--- src/rtl/tap_tuner_pkg.sv ---
package tap_tuner_pkg;
  typedef enum logic [2:0] {
    ST_IDLE,
    ST_APPLY,
    ST_TEST,
    ST_PICK,
    ST_FINAL
  } tuner_st_e;

  typedef enum logic [1:0] {
    AP_IDLE,
    AP_REQ,
    AP_GAP
  } apply_st_e;
endpackage

--- src/rtl/tap_apply.sv ---
module tap_apply
  import tap_tuner_pkg::*;
#(
  parameter int UPD_TIMEOUT = 64
) (
  input  logic clk_i,
  input  logic rst_ni,
  input  logic go_i,
  input  logic ack_i,
  output logic upd_o,
  output logic fin_o,
  output logic ok_o
);
  localparam int CNT_W = $clog2(UPD_TIMEOUT + 1);
  localparam logic [CNT_W-1:0] CNT_LAST = CNT_W'(UPD_TIMEOUT - 1);

  apply_st_e        st_q;
  logic             second_q;
  logic [CNT_W-1:0] cnt_q;

  always_ff @(posedge clk_i or negedge rst_ni) begin
    if (!rst_ni) begin
      st_q     <= AP_IDLE;
      second_q <= 1'b0;
      cnt_q    <= '0;
      fin_o    <= 1'b0;
      ok_o     <= 1'b0;
    end else begin
      fin_o <= 1'b0;
      unique case (st_q)
        AP_IDLE: if (go_i) begin
          st_q     <= AP_REQ;
          second_q <= 1'b0;
          cnt_q    <= '0;
        end
        AP_REQ: begin
          // ack wins over timeout in the last allowed cycle
          if (ack_i) begin
            if (second_q) begin
              st_q  <= AP_IDLE;
              fin_o <= 1'b1;
              ok_o  <= 1'b1;
            end else begin
              st_q     <= AP_GAP;
              second_q <= 1'b1;
            end
          end else if (cnt_q == CNT_LAST) begin
            st_q  <= AP_IDLE;
            fin_o <= 1'b1;
            ok_o  <= 1'b0;
          end else begin
            cnt_q <= cnt_q + 1'b1;
          end
        end
        AP_GAP: begin
          st_q  <= AP_REQ;
          cnt_q <= '0;
        end
        default: st_q <= AP_IDLE;
      endcase
    end
  end

  assign upd_o = (st_q == AP_REQ);
endmodule

--- src/rtl/tap_streak.sv ---
module tap_streak #(
  parameter int TAP_W = 6,
  parameter int LEN_W = 6
) (
  input  logic             clk_i,
  input  logic             rst_ni,
  input  logic             clear_i,
  input  logic             step_i,
  input  logic             pass_i,
  input  logic [TAP_W-1:0] tap_i,
  output logic [LEN_W-1:0] best_len_o,
  output logic [TAP_W-1:0] pick_o
);
  logic [LEN_W-1:0] cur_q, best_q;
  logic [TAP_W-1:0] end_q;
  logic [LEN_W-1:0] cur_inc;

  assign cur_inc = cur_q + 1'b1;

  always_ff @(posedge clk_i or negedge rst_ni) begin
    if (!rst_ni) begin
      cur_q  <= '0;
      best_q <= '0;
      end_q  <= '0;
    end else if (clear_i) begin
      cur_q  <= '0;
      best_q <= '0;
      end_q  <= '0;
    end else if (step_i) begin
      if (pass_i) begin
        cur_q <= cur_inc;
        // strict compare keeps the earliest of equal runs
        if (cur_inc > best_q) begin
          best_q <= cur_inc;
          end_q  <= tap_i;
        end
      end else begin
        cur_q <= '0;
      end
    end
  end

  assign best_len_o = best_q;
  assign pick_o     = end_q - TAP_W'(best_q >> 1);
endmodule

--- src/rtl/tap_tuner.sv ---
module tap_tuner
  import tap_tuner_pkg::*;
#(
  parameter int TAP_W       = 6,
  parameter int NUM_TAPS    = 40,
  parameter int UPD_TIMEOUT = 64
) (
  input  logic             clk_i,
  input  logic             rst_ni,
  input  logic             start_i,
  input  logic             is_mmc_i,
  input  logic             cmd_hs200_i,
  output logic             busy_o,
  output logic             done_o,
  output logic             error_o,
  output logic [TAP_W-1:0] tune_val_o,
  output logic             tune_upd_o,
  input  logic             tune_ack_i,
  output logic             test_req_o,
  input  logic             test_done_i,
  input  logic             test_pass_i
);
  localparam int LEN_W = $clog2(NUM_TAPS + 1);
  localparam logic [TAP_W-1:0] LAST_TAP = TAP_W'(NUM_TAPS - 1);

  tuner_st_e        st_q;
  logic [TAP_W-1:0] tap_q;
  logic             go_q, done_q, err_q, treq_q;
  logic             ap_fin, ap_ok;
  logic             clr, step, pass;
  logic [LEN_W-1:0] best_len;
  logic [TAP_W-1:0] pick;

  assign clr  = (st_q == ST_IDLE) && start_i && is_mmc_i && cmd_hs200_i;
  assign step = ((st_q == ST_APPLY) && ap_fin && !ap_ok) ||
                ((st_q == ST_TEST) && test_done_i);
  assign pass = (st_q == ST_TEST) && test_pass_i;

  always_ff @(posedge clk_i or negedge rst_ni) begin
    if (!rst_ni) begin
      st_q   <= ST_IDLE;
      tap_q  <= '0;
      go_q   <= 1'b0;
      done_q <= 1'b0;
      err_q  <= 1'b0;
      treq_q <= 1'b0;
    end else begin
      go_q   <= 1'b0;
      done_q <= 1'b0;
      err_q  <= 1'b0;
      unique case (st_q)
        ST_IDLE: if (start_i) begin
          if (!(is_mmc_i && cmd_hs200_i)) begin
            done_q <= 1'b1;
            err_q  <= 1'b1;
          end else begin
            st_q  <= ST_APPLY;
            tap_q <= '0;
            go_q  <= 1'b1;
          end
        end
        ST_APPLY: if (ap_fin) begin
          if (ap_ok) begin
            st_q   <= ST_TEST;
            treq_q <= 1'b1;
          end else if (tap_q == LAST_TAP) begin
            st_q <= ST_PICK;
          end else begin
            tap_q <= tap_q + 1'b1;
            go_q  <= 1'b1;
          end
        end
        ST_TEST: if (test_done_i) begin
          treq_q <= 1'b0;
          if (tap_q == LAST_TAP) begin
            st_q <= ST_PICK;
          end else begin
            st_q  <= ST_APPLY;
            tap_q <= tap_q + 1'b1;
            go_q  <= 1'b1;
          end
        end
        ST_PICK: begin
          if (best_len == '0) begin
            st_q   <= ST_IDLE;
            done_q <= 1'b1;
            err_q  <= 1'b1;
          end else begin
            st_q  <= ST_FINAL;
            tap_q <= pick;
            go_q  <= 1'b1;
          end
        end
        ST_FINAL: if (ap_fin) begin
          st_q   <= ST_IDLE;
          done_q <= 1'b1;
          err_q  <= !ap_ok;
        end
        default: st_q <= ST_IDLE;
      endcase
    end
  end

  tap_apply #(
    .UPD_TIMEOUT(UPD_TIMEOUT)
  ) u_apply (
    .clk_i (clk_i),
    .rst_ni(rst_ni),
    .go_i  (go_q),
    .ack_i (tune_ack_i),
    .upd_o (tune_upd_o),
    .fin_o (ap_fin),
    .ok_o  (ap_ok)
  );

  tap_streak #(
    .TAP_W(TAP_W),
    .LEN_W(LEN_W)
  ) u_streak (
    .clk_i     (clk_i),
    .rst_ni    (rst_ni),
    .clear_i   (clr),
    .step_i    (step),
    .pass_i    (pass),
    .tap_i     (tap_q),
    .best_len_o(best_len),
    .pick_o    (pick)
  );

  assign busy_o     = (st_q != ST_IDLE);
  assign done_o     = done_q;
  assign error_o    = err_q;
  assign tune_val_o = tap_q;
  assign test_req_o = treq_q;
endmodule

--- config.mk ---
export PLATFORM = sky130hd
export DESIGN_NAME = tap_tuner
export DESIGN_NICKNAME = d
export VERILOG_FILES = /design/src/rtl/tap_tuner_pkg.sv /design/src/rtl/tap_apply.sv /design/src/rtl/tap_streak.sv /design/src/rtl/tap_tuner.sv
export SDC_FILE = /design/constraint.sdc
export NUM_CORES = 1
export LEC_CHECK = 0
export BUFFER_PORTS_ARGS = -buffer_cell sky130_fd_sc_hd__buf_2
export CELL_PAD_IN_SITES_DETAIL_PLACEMENT = 1
export CELL_PAD_IN_SITES_GLOBAL_PLACEMENT = 2
export CORE_UTILIZATION = 38
export CTS_CLUSTER_DIAMETER = 40
export DETAILED_ROUTE_END_ITERATION = 7
export PLACE_DENSITY_LB_ADDON = 0.1
export SYNTH_ARGS = -nofsm -noshare
export SYNTH_HDL_FRONTEND = slang
export SYNTH_SLANG_ARGS = --single-unit
--- constraint.sdc ---
create_clock -name clk_i -period 2.6 [get_ports clk_i]
set_clock_uncertainty 0.15 [all_clocks]
set_input_delay 0.13 -clock clk_i [delete_from_list [all_inputs] [get_ports clk_i]]
set_output_delay 0.13 -clock clk_i [all_outputs]
set_load 0.05 [all_outputs]
# Word level (Yosys, flattened, before mapping)
# Cells that the tools add are included.
# Widths: inputs -> output; s select.
# word_totals
register_bits,43
inputBits,8
output_inout_bits,11
elab_cells,139
# classes
add_sub_neg,4
magnitude_cmp,1
eq_ne,23
n_mux,67
n_reduce_logical,30
# ops
cell,count
$mux 6,18
$mux 1,24
$mux 3,8
$pmux 6 s4,1
$mux 7,3
$pmux 7 s3,1
$pmux 3 s5,1
$ne 2x2->1 const B,7
$add 6x1->6 const B,2
$ne 2x1->1 const B,6
$reduce_bool 2->1,6
$mux 2,5
$reduce_and 3->1,3
$logic_and 1x1->1,8
$reduce_and 4->1,2
$add 7x1->7 const B,1
$eq 7x6->1 const B,1
$reduce_and 7->1,1
$eq 3x2->1 const B,2
$eq 6x6->1 const B,1
$gt 6x6->1,1
$logic_not 6->1,1
$ne 3x1->1 const B,2
$pmux 1 s3,2
other kinds (16),18

# Depth between registers and ports, before layout
# Gate-level depths: netlist of the first run.
# depth
word_depth,6
ltp_mapped,9
mapped_depth_nobuf,9

# By module
# Synthesis of the first run repeated with hierarchy kept, for this count alone.
# unflattened
cells_unflattened,292
hier_area_um2,2921.6
# by_module_without_submodules
module,instances,cells_each,area_per_inst_um2,seq_area_each_um2
tap_streak,1,139,1347.5,450.4
tap_tuner,1,95,937.1,325.3
tap_apply,1,58,636.9,300.3

# Worst setup path before layout of the first run
# OpenSTA, ideal clock, no wires.
# synth_path
path_kind,flip-flop to flip-flop
startpoint,register u_streak.cur_q[0]
endpoint,register u_streak.end_q[0]
setup_time_ns,0.077
arrival_time_ns,2.091
required_time_ns,2.373
slack_ns,0.281
stages_incl_launch_ff,10
path_buffers,1
period_less_slack_ns,2.319
cell_sequence,dfrtp_1 ha_1 nand3_1 xnor2_1 ha_1 and4_1 a221oi_1 buf_2 o21ai_0 a21oi_1
# synth_via
elab_chain_cells,4
# synth_lines
item,line,text
"start, declared",tap_streak.sv:14,"logic [LEN_W-1:0] cur_q, best_q;"
"start signal, assigned",tap_streak.sv:31,cur_q <= cur_inc;
$add 6x1->6,tap_streak.sv:18,assign cur_inc = cur_q + 1'b1;
$gt 6x6->1,tap_streak.sv:33,if (cur_inc > best_q) begin
$reduce_bool 2->1 (no line),n/a,
$reduce_and 3->1 (no line),n/a,
"end signal, assigned",tap_streak.sv:35,end_q <= tap_i;
"end, declared",tap_streak.sv:15,logic [TAP_W-1:0] end_q;
# Every way passes these cells.
# A chain may end at the register's enable or synchronous reset.

# Worst setup path after layout of the first run
# layout_path
startpoint,register u_streak.cur_q[1]
endpoint,register u_streak.best_q[1] (netlist: u_streak.best_len_o[1])
# layout_via
elab_chain_cells,5
word_cells_on_any_way,8
classes_between,1 x add/sub; 1 x order compare; 4 x mux; 2 x reduce/logical
# layout_lines
item,line,text
$add 6x1->6 *,tap_streak.sv:18,
"parallel branches: the longest is 4 deep, another holds $gt 6x6->1",n/a,
"end signal, assigned",tap_streak.sv:34,best_q <= cur_inc;
"end, declared",tap_streak.sv:14,
# Every way passes the cells marked *. The select of a mux whose other input is x is not followed.

==> results of run 1 <==
[final timing paths]
kind | endpoint | cells after the start
worst max-delay path | u_streak.best_len_o[1] | 9
worst min-delay path | st_q[1] | 4
worst max register to register | u_streak.best_len_o[1] | 9
worst min register to register | u_streak.cur_q[5] | 2
max in group asynchronous | u_streak.cur_q[0] | 3
min in group asynchronous | tune_val_o[2] | 2
[tightest hold or removal path, stage by stage]
cell and delay (ns):
buf_2 0.13, nand2_1 0.06, nand3_1 0.08, a21oi_1 0.06
[logic make-up after synthesis]
kind of cell,after synthesis,synth area share [%]
DFF,43,43.3
AOI/OAI and AO/OA,90,22.7
adders and majority gates,15,7.85
xor gates and xnor gates,8,2.82
muxes,2,0.856
and+or+nand+nor,84,17.8
buffers and inverters,26,4.68
[where the power goes]
group	switching, uW	total [uW]	internal (uW)
Sequential	125	878	753
Combinational	457	652	195
Clock	232	441	209
Total	815	1970	1160
[stage by stage]
stage               setup slack, ns  hold slack, ns  total power (uW)
floorplan                     0.281          -0.316              1350
global route                0.00194           0.101              2100
CTS                          0.0566          0.0255              1980
detailed placement           0.0890         -0.0338              1540
global placement              0.178         -0.0335              1520
finish                        0.104          0.0384              1970
[cell usage after synthesis (all sizes together), types with 2 or more instances]
master  number
buf          5
nor2        20
o41ai        2
o22ai        2
a21o         4
o31ai        2
dfrtp       43
and4         2
nand3       16
xnor2        4
nor2b        2
nand3b       2
o21a         3
o211ai       5
o21ai       37
inv         20
nor3         4
xor2         4
ha          14
a31oi        4
nand4        2
and2         3
a22oi        2
a21oi       17
nand2b       3
a31o         2
nand2       21
and3         2
[layout make-up]
| class | count | area (sq um) |
|---|---|---|
| sequential | 43 | 1080 |
| multi-input combinational | 199 | 1330 |
| clock buffer | 6 | 82.6 |
| tap | 77 | 96.3 |
| fill | 778 | 3540 |
| clock inverter | 1 | 5.00 |
| timing repair buffer | 25 | 148 |
| inverter | 20 | 75.1 |
[registers in the layout, indices dropped and copies added (netlist names), 2 cells and up]
name                 count
st_q                     3
tune_val_o               6
u_apply.cnt_q            7
u_apply.st_q             2
u_streak.best_len_o      6
u_streak.cur_q           6
u_streak.end_q           6
[per-layer routing]
| layer | global-route usage (%) | up-vias | share of wire (%) |
|---|---|---|---|
| met2 | 34.1 | 32 | 47 |
| li1 | - | 1022 | - |
| met3 | 3.88 | 7 | 2.8 |
| met4 | 6.90 | 0 | 1.4 |
| met5 | 0 | - | 0 |
| met1 | 28.8 | 1047 | 48 |
[repair_timing]
item / CTS / global route
endpoints found under the setup margin: 0 / 8
gates resized for setup: 0 / 11
buffers inserted: 0 / 1
endpoints found under the hold margin: 19 / 0
hold buffers: 2 / 0
==> results.py, run 1 <==
metrics = {
    "outcome": {
        "status": "finished, final reports clean",
    },
    "drt": {
        "drc": 0,
        "drtIter0Drc": 95,
        "routed_wl_microns": 6800,
        "routed_via_density": 5.68,
        "ant_nets": 0,
        "vias": 2108,
        "routedWlPerCell_microns": 18.3,
        "drtPass1Iterations": 4,
    },
    "layout": {
        "final_core_util_pct": 44.3,
        "finalInstanceArea_sq_um": 2810,
        "final_layout_size_suffix_gt1_share_pct": 15.6,
        "layout.cells.non_filler": 371,
        "finalNetCount": 317,
        "diodes": 0,
        "final_common_cell": "dfrtp_1",
        "final_cell_mix": "42 x dfrtp_1, 32 x o21ai_0, 20 x inv_1, 20 x nand2_1",
        "area_growth_pct": 13.1,
    },
    "placement": {
        "placed_cells_incl_taps": 360,
        "detailed_place_hpwl_microns": 5040,
        "io_buffers": 18,
        "place_area_sq_um": 2650,
        "gp_congestion": 0.759,
    },
    "global_routing": {
        "antenna_found_initial": 0,
        "grt_pass1_vias": 2133,
        "track_usage_pct": 21.2,
        "grt_max_degree": 27,
        "grt_pass1_wl_microns": 11400,
        "overflow": 0,
    },
    "setup_path": {
        "crit_family": "compound AO/OA/AOI/OAI gates",
        "worstPathArrival_ns": 2.57,
        "critical_path_class": "reg -> reg",
        "critPathLaunch": "u_streak.cur_q[1]",
        "endpoint_kind": "flop",
        "ff2ff_setup_slack_ns": 0.10,
        "path_buf_inv": 1,
        "crit_chain": "ha_1 > nand3_1 > xnor2_2 > ha_1 > and4_2 > a221oi_2 > buf_4 > o21ai_0 > a21oi_1",
        "crit_top_cell": "ha_1",
        "cpMaxStageDelayCell": "dfrtp_1",
        "crit_required_ns": 2.67,
        "start_kind": "flop",
        "cp_slowest_stage_delay_ns": 0.42,
        "crit_fanout": 6,
        "reg2reg_from": "u_streak.cur_q[1]",
    },
    "synthesis": {
        "synth_nets": 291,
        "synth_top_area_share_pct": 43.3,
        "synth_edf_count": 0,
        "synth_seq_cells": 43,
        "yosys.area.top_type": "dfrtp_1",
        "postSynth.asyncResetShare_pct": 100,
        "syn_area_sq_um": 2490,
        "avgSynthCellArea_sq_um": 9.28,
        "syn_inst": 268,
        "synth_flop_cell": "dfrtp_1",
        "ys_warn_count": 0,
        "netlist_top_cells_area": "dfrtp_1 43%, ha_1 7.0%, o21ai_0 6.4%, a21oi_1 3.4%, nand3_1 3.2%",
        "synth_cell_types": 53,
        "yosysSeqAreaShare_pct": 43.3,
    },
    "die": {
        "dieArea_sq_um": 6870,
        "rows": 29,
        "core_region_area_sq_um": 6350,
        "start_util_pct": 39.2,
        "die_w_microns": 82.9,
        "boundaryPins": 19,
        "die_h_microns": 82.9,
    },
    "sta": {
        "fmax_mhz": 401,
        "final-setup-viol-count": 0,
        "fin_crit_ns": 2.50,
        "worst_slew_pin_slew_ns": 0.529,
        "maxSlewViolCount": 0,
        "slew_headroom_pct": 64.6,
        "hold_viol": 0,
        "fin_tns_setup_ns": 0,
        "finalCritPeriodShare_pct": 96.0,
        "grt_setup_unrepaired": "false",
    },
    "pwr": {
        "power_leakage_uw": 0.00124,
        "power_density_nw_per_um2": 701,
        "ir_drop_v": 0.000517,
    },
    "clock_network": {
        "path_clk_slew_ns": 0.08,
        "cts_root_buffer": "clkbuf_8",
        "cts_tree": "built",
        "clkSinkCount": 43,
        "numCtsBuffers": 5,
        "cts-htree-levels": 2,
        "clockBufferDepth": 2,
        "insertion_delay_ns": 0.30,
    },
    "job": {
        "maxCapViolCount": 0,
    },
    "min_path": {
        "min-delay-path-class": "in -> reg",
        "min_from": "test_done_i",
    },
}
(Power assumes the default switching activity.)
==> inputs of run 2 (changes only) <==
==> constraint.sdc (replaced) <==
create_clock -name clk_i -period 2.6 [get_ports clk_i]
set_clock_uncertainty 0.15 [all_clocks]
set_input_delay 0.52 -clock clk_i [delete_from_list [all_inputs] [get_ports clk_i]]
set_output_delay 0.52 -clock clk_i [all_outputs]
set_load 0.05 [all_outputs]
==> run 2 against run 1 <==
Compared with the run above: die area stayed put; combinational power is 3% higher; worst hold slack better by 0.010 ns; clock power is 45% higher; non-clock buffer count is 3 higher; utilization is 1.1 points higher; sequential share of layout area is 0.95 points lower; first-iteration DRC count is 15% lower; cell area is 2.5% higher; largest power group unchanged.
==> results.py, run 2 (synthesis gave the netlist of run 1 again) <==
metrics = {
    "setup_path": {
        "critical_path_class": "reg -> reg",
        "crit_chain": "nand3_1 > nor2_2 > xor2_1 > ha_1 > and4_2 > a221o_2 > nand2_1 > o21ai_0",
        "endpoint_kind": "flop",
        "ff2ff_path_depth": 8,
        "timing.rr.end": "u_streak.best_len_o[0]",
        "cpMaxStageDelayCell": "a221o_2",
        "crit_fanout": 8,
        "ff2ff_setup_slack_ns": 0.12,
        "crit_required_ns": 2.62,
        "reg2reg_from": "u_streak.cur_q[1]",
        "cp_slowest_stage_delay_ns": 0.42,
        "worstPathArrival_ns": 2.50,
        "start_kind": "flop",
    },
    "global_routing": {
        "overflow": 0,
        "antenna_found_initial": 0,
        "track_usage_pct": 20.7,
        "grt_max_degree": 24,
        "grt_pass1_vias": 2207,
        "grt_pass1_wl_microns": 11200,
    },
    "clock_network": {
        "clkSinkCount": 43,
        "path_clk_slew_ns": 0.10,
        "numCtsBuffers": 5,
        "cts_tree": "built",
        "cts_root_buffer": "clkbuf_8",
        "insertion_delay_ns": 0.31,
        "cts-htree-levels": 2,
        "clockBufferDepth": 2,
    },
    "sta": {
        "finalCritPeriodShare_pct": 95.2,
        "fin_tns_setup_ns": 0,
        "worst_slack_ns": 0.124,
        "fin_crit_ns": 2.48,
        "hold_viol": 0,
        "fmax_mhz": 404,
        "final-setup-viol-count": 0,
        "worst_slew_pin_slew_ns": 0.745,
        "maxSlewViolCount": 0,
        "slew_headroom_pct": 50.3,
    },
    "placement": {
        "detailed_place_hpwl_microns": 4940,
        "placed_cells_incl_taps": 360,
        "io_buffers": 18,
        "dp_slack_ns": 0.0831,
        "gp_congestion": 0.773,
    },
    "drt": {
        "drc": 0,
        "drt-met1-wl_microns": 3330,
        "dr.max_layer_used": "met4",
        "ant_nets": 0,
        "wl_met3_microns": 130,
        "routedWlPerCell_microns": 18.0,
        "routed_wl_microns": 6730,
        "routed_via_density": 5.67,
        "vias": 2125,
        "drtIter0Drc": 81,
        "wl_met2_microns": 3200,
        "drtPass1Iterations": 4,
    },
    "job": {
        "maxCapViolCount": 0,
    },
    "pwr": {
        "power_leakage_uw": 0.00128,
        "intPower_uw": 1340,
        "power.switching_uw": 837,
        "p_clk_share_pct": 29.3,
        "power_frac_seq_pct": 39.9,
        "ir_drop_v": 0.000358,
        "finalPower_uw": 2180,
        "p_comb_share_pct": 30.8,
        "p_sw_share_pct": 38.4,
        "power_density_nw_per_um2": 755,
    },
    "layout": {
        "finalNetCount": 320,
        "area_growth_pct": 16.0,
        "final_layout_size_suffix_gt1_share_pct": 17.1,
        "final_cell_mix": "42 x dfrtp_1, 32 x o21ai_0, 21 x nand2_1",
        "largest_reg_flops": 7,
        "top_register": "u_apply.cnt_q",
        "diodes": 0,
        "layout.cells.non_filler": 375,
        "final_common_cell": "dfrtp_1",
    },
    "die": {
        "dieArea_sq_um": 6870,
        "core_region_area_sq_um": 6350,
        "die_h_microns": 82.9,
        "start_util_pct": 39.2,
        "boundaryPins": 19,
        "die_w_microns": 82.9,
        "rows": 29,
    },
    "outcome": {
        "status": "finished, final reports clean",
    },
    "min_path": {
        "min-delay-path-class": "in -> async",
    },
}
-- run 2: power by group through the flow --
stage	logic, uW	registers (uW)	clock network, uW
3_3_place_gp	653	883	0
5_1_grt	734	887	672
6_report	671	869	638
3_5_place_dp	665	885	0
2_1_floorplan	382	968	0
4_1_cts	667	872	651
-- run 2: routing by layer --
layer,global-route usage [%],vias up
li1,-,1032
met4,6.58,0
met1,27.8,1066
met3,3.48,6
met2,34.2,21
met5,0,-
-- run 2: worst max-delay path by stage --
stage | start | endpoint | slack, ns | cells after the start
floorplan | u_streak.cur_q[0] | u_streak.end_q[0] | 0.28 | 9
global placement | u_streak.cur_q[0] | u_streak.best_len_o[2] | 0.18 | 8
detailed placement | u_streak.cur_q[0] | u_streak.best_len_o[0] | 0.08 | 8
CTS | u_streak.cur_q[0] | u_streak.best_len_o[0] | 0.06 | 8
global route | u_streak.cur_q[1] | u_streak.end_q[4] | -0.003 | 9
finish | u_streak.cur_q[1] | u_streak.best_len_o[0] | 0.12 | 8
-- run 2: area by class of cell --
| cell class | instances | area [sq um] |
|---|---|---|
| Fill cell | 742 | 3470 |
| Tap cell | 77 | 96.3 |
| Sequential cell | 43 | 1080 |
| Clock buffer | 5 | 68.8 |
| Inverter | 20 | 75.1 |
| Timing Repair Buffer | 28 | 175 |
| Multi-Input combinational cell | 199 | 1320 |
| Clock inverter | 3 | 67.6 |
-- run 2: what timing repair did --
item / in CTS / in global routing
gates resized for setup: 0 / 9
endpoints found under the setup margin: 0 / 12
setup buffers: 0 / 6
hold buffers: 0 / 0
-- run 2: per-stage QoR --
stage	hold WS, ns	util, %	instance area [sq um]
after detailed placement	0.330	42.0	2670
final	0.0486	45.4	2880
after floorplan	0.0744	-	2490
after CTS	0.0723	44.1	2800
after global routing	0.0969	45.4	2880
after global placement	0.337	42.0	2670
-- run 2: critical path: cells and delay by family, from the launching register on --
| family | cells | cell delay (ns) |
|---|---|---|
| XOR/XNOR | 1 | 0.21 |
| AO/OA/AOI/OAI | 2 | 0.52 |
| flip-flops | 1 | 0.41 |
| AND/OR/NAND/NOR | 4 | 0.77 |
| adder cells (fa/ha/maj) | 1 | 0.29 |
==> inputs of run 3 (changes only) <==
Settings changed: ABC_AREA set to 1, CORE_UTILIZATION 38 to 36, CTS_CLUSTER_SIZE set to 10.
==> run 3 against run 2 <==
Compared with the run above: utilization fell by 3.0 points; global-route usage shrank 1.7 points; power increased by 22%; area after synthesis up 6.4%; critical endpoint is now u_streak.end_q[2]; largest power group is now combinational logic.
==> results.py, run 3 <==
metrics = {
    "clock_network": {
        "cts_tree": "built",
        "cts-htree-levels": 2,
        "clockBufferDepth": 2,
        "clkSinkCount": 43,
        "path_clk_slew_ns": 0.09,
        "numCtsBuffers": 5,
        "cts_root_buffer": "clkbuf_8",
        "insertion_delay_ns": 0.30,
    },
    "pwr": {
        "power.switching_uw": 1310,
        "intPower_uw": 1350,
        "power_leakage_uw": 0.00148,
        "ir_drop_v": 0.000364,
        "p_comb_share_pct": 48.0,
        "power_frac_seq_pct": 35.4,
        "finalPower_uw": 2660,
        "power_density_nw_per_um2": 903,
        "p_clk_share_pct": 16.6,
        "p_sw_share_pct": 49.2,
    },
    "synthesis": {
        "syn_area_sq_um": 2650,
        "yosysSeqAreaShare_pct": 40.7,
        "yosysMostFrequentCell": "nand2_1",
        "syn_inst": 339,
        "ys_warn_count": 0,
        "avgSynthCellArea_sq_um": 7.81,
        "synth_nets": 362,
        "postSynth.asyncResetShare_pct": 100,
        "netlist_top_cells_area": "dfrtp_1 41%, nand2_1 12%, ha_1 6.6%, inv_1 6.0%, nand3_1 5.9%",
        "yosys.area.top_type": "dfrtp_1",
        "synth_commonest_cells": "86 x nand2_1, 43 x dfrtp_1, 42 x inv_1",
        "synth_cell_types": 34,
        "synth_edf_count": 0,
        "synth_flop_cell": "dfrtp_1",
        "synth_seq_cells": 43,
        "synth_top_area_share_pct": 40.7,
    },
    "job": {
        "maxCapViolCount": 0,
    },
    "layout": {
        "diodes": 0,
        "final_common_cell": "nand2_1",
        "largest_reg_flops": 7,
        "fill_cells": 876,
        "final_layout_size_suffix_gt1_share_pct": 15.2,
        "top_register": "u_apply.cnt_q",
        "finalNetCount": 385,
        "area_growth_pct": 11.2,
        "final_cell_mix": "85 x nand2_1, 43 x dfrtp_1, 42 x inv_1",
    },
    "sta": {
        "maxSlewViolCount": 0,
        "worst_slack_ns": 0.283,
        "grt_setup_unrepaired": "false",
        "slew_headroom_pct": 64.4,
        "worst_slew_pin_slew_ns": 0.533,
        "finalCritPeriodShare_pct": 89.1,
        "fin_crit_ns": 2.32,
        "fmax_mhz": 432,
        "final-setup-viol-count": 0,
        "hold_viol": 0,
        "fin_tns_setup_ns": 0,
        "whs_ns": 0.0317,
    },
    "setup_path": {
        "endpoint_kind": "flop",
        "start_kind": "flop",
        "ff2ff_setup_slack_ns": 0.28,
        "critical_path_class": "reg -> reg",
        "reg2reg_from": "u_streak.cur_q[0]",
        "timing.rr.end": "u_streak.end_q[2]",
        "worstPathArrival_ns": 2.36,
        "crit_required_ns": 2.65,
        "ff2ff_path_depth": 12,
        "crit_fanout": 12,
    },
    "die": {
        "core_region_area_sq_um": 6940,
        "die_h_microns": 87.7,
        "rows": 30,
        "die_w_microns": 87.7,
        "boundaryPins": 19,
        "dieArea_sq_um": 7700,
        "start_util_pct": 38.1,
    },
    "drt": {
        "drc": 0,
        "drtPass1Iterations": 4,
        "drtIter0Drc": 44,
        "vias": 2235,
        "routed_via_density": 4.87,
        "routed_wl_microns": 6490,
        "ant_nets": 0,
        "routedWlPerCell_microns": 14.1,
    },
    "outcome": {
        "status": "finished, final reports clean",
    },
    "global_routing": {
        "antenna_found_initial": 0,
        "grt_pass1_vias": 2297,
        "grt_max_degree": 25,
        "overflow": 0,
        "grt_pass1_wl_microns": 11100,
        "track_usage_pct": 19.0,
    },
    "placement": {
        "gp_congestion": 0.778,
        "detailed_place_hpwl_microns": 4900,
        "io_buffers": 18,
        "dp_slack_ns": 0.216,
    },
    "min_path": {
        "min-delay-path-class": "in -> async",
    },
}
## run 3: cell types whose count changed after synthesis, sizes merged, moves of 4 or more
| cell | previous run | this run |
|---|---|---|
| nand2 | 21 | 92 |
| xor2 | 4 | 8 |
| o21ai | 37 | 31 |
| inv | 20 | 48 |
| nand3 | 16 | 33 |
| nor2 | 20 | 37 |
| o211ai | 5 | 0 |
| a21oi | 17 | 7 |
## run 3: layout make-up
cell class                 instances  area, sq um  share of cell area (%)
clock buffer                       6         72.6                    2.47
clock inverter                     2         12.5                   0.425
inverter                          48          180                    6.12
multi-input combinational        245         1370                    46.6
sequential                        43         1080                    36.6
tap                               96          120                    4.08
timing repair buffer              19          110                    3.74
## run 3: logic make-up (layout without fill, tap and decap cells)
kind of cell | count (synthesis) | after routing | share of synthesized area [%]
fa+ha+maj | 15 | 15 | 7.38
buf+inv | 52 | 75 | 8.37
xor+xnor | 9 | 9 | 2.98
compound gates | 46 | 46 | 10.5
simple gates | 174 | 175 | 30.1
flops | 43 | 43 | 40.7
## run 3: per-stage QoR
step,cell area [sq um],instances,util [%]
2_1_floorplan,2650,339,-
3_3_place_gp,2840,450,40.8
3_5_place_dp,2840,450,40.8
4_1_cts,2920,458,42.1
5_1_grt,2940,459,42.4
6_report,2940,459,42.4
## run 3: power by group through the flow
stage	combinational, uW	sequential (uW)	clock (uW)
floorplan	782	1130	0
global placement	1270	954	0
detailed placement	1270	958	0
CTS	1280	946	464
global route	1430	967	492
finish	1270	941	441
## run 3: worst max path at each step
stage                      start                endpoint  slack (ns)  cells after the start
2_1_floorplan  u_streak.cur_q[0]  u_streak.best_len_o[3]        0.48                     13
6_report       u_streak.cur_q[0]       u_streak.end_q[2]        0.28                     12
4_1_cts        u_streak.cur_q[0]  u_streak.best_len_o[2]        0.18                     12
3_3_place_gp   u_streak.cur_q[0]  u_streak.best_len_o[5]        0.31                     12
3_5_place_dp   u_streak.cur_q[0]  u_streak.best_len_o[2]        0.22                     12
5_1_grt        u_streak.cur_q[0]       u_streak.end_q[1]        0.05                     13
## run 3: routing by layer
layer / global-route usage, % / vias to the layer above / part of all wire (%)
met4: 4.92 / 0 / 1.0
met5: 0 / - / 0
li1: - / 1137 / -
met3: 3.68 / 6 / 1.9
met2: 31.4 / 18 / 48
met1: 25.5 / 1074 / 49
## run 3: what timing repair did
| action | CTS | global route |
|---|---|---|
| buffers inserted | 0 | 0 |
| hold buffers | 0 | 0 |
| gates resized for setup | 0 | 3 |
| setup endpoints to repair | 0 | 10 |
## run 3: worst max-delay path: stages (launching register included)
cell and delay [ns]:
dfrtp_1 0.42, ha_1 0.23, nand3_1 0.10, xor2_1 0.15
inv_1 0.07, ha_1 0.27, nand2_1 0.08, nor3_1 0.25
nor2_2 0.12, nand3_4 0.19, nand2_1 0.07, nand2_1 0.07
nand2_1 0.04
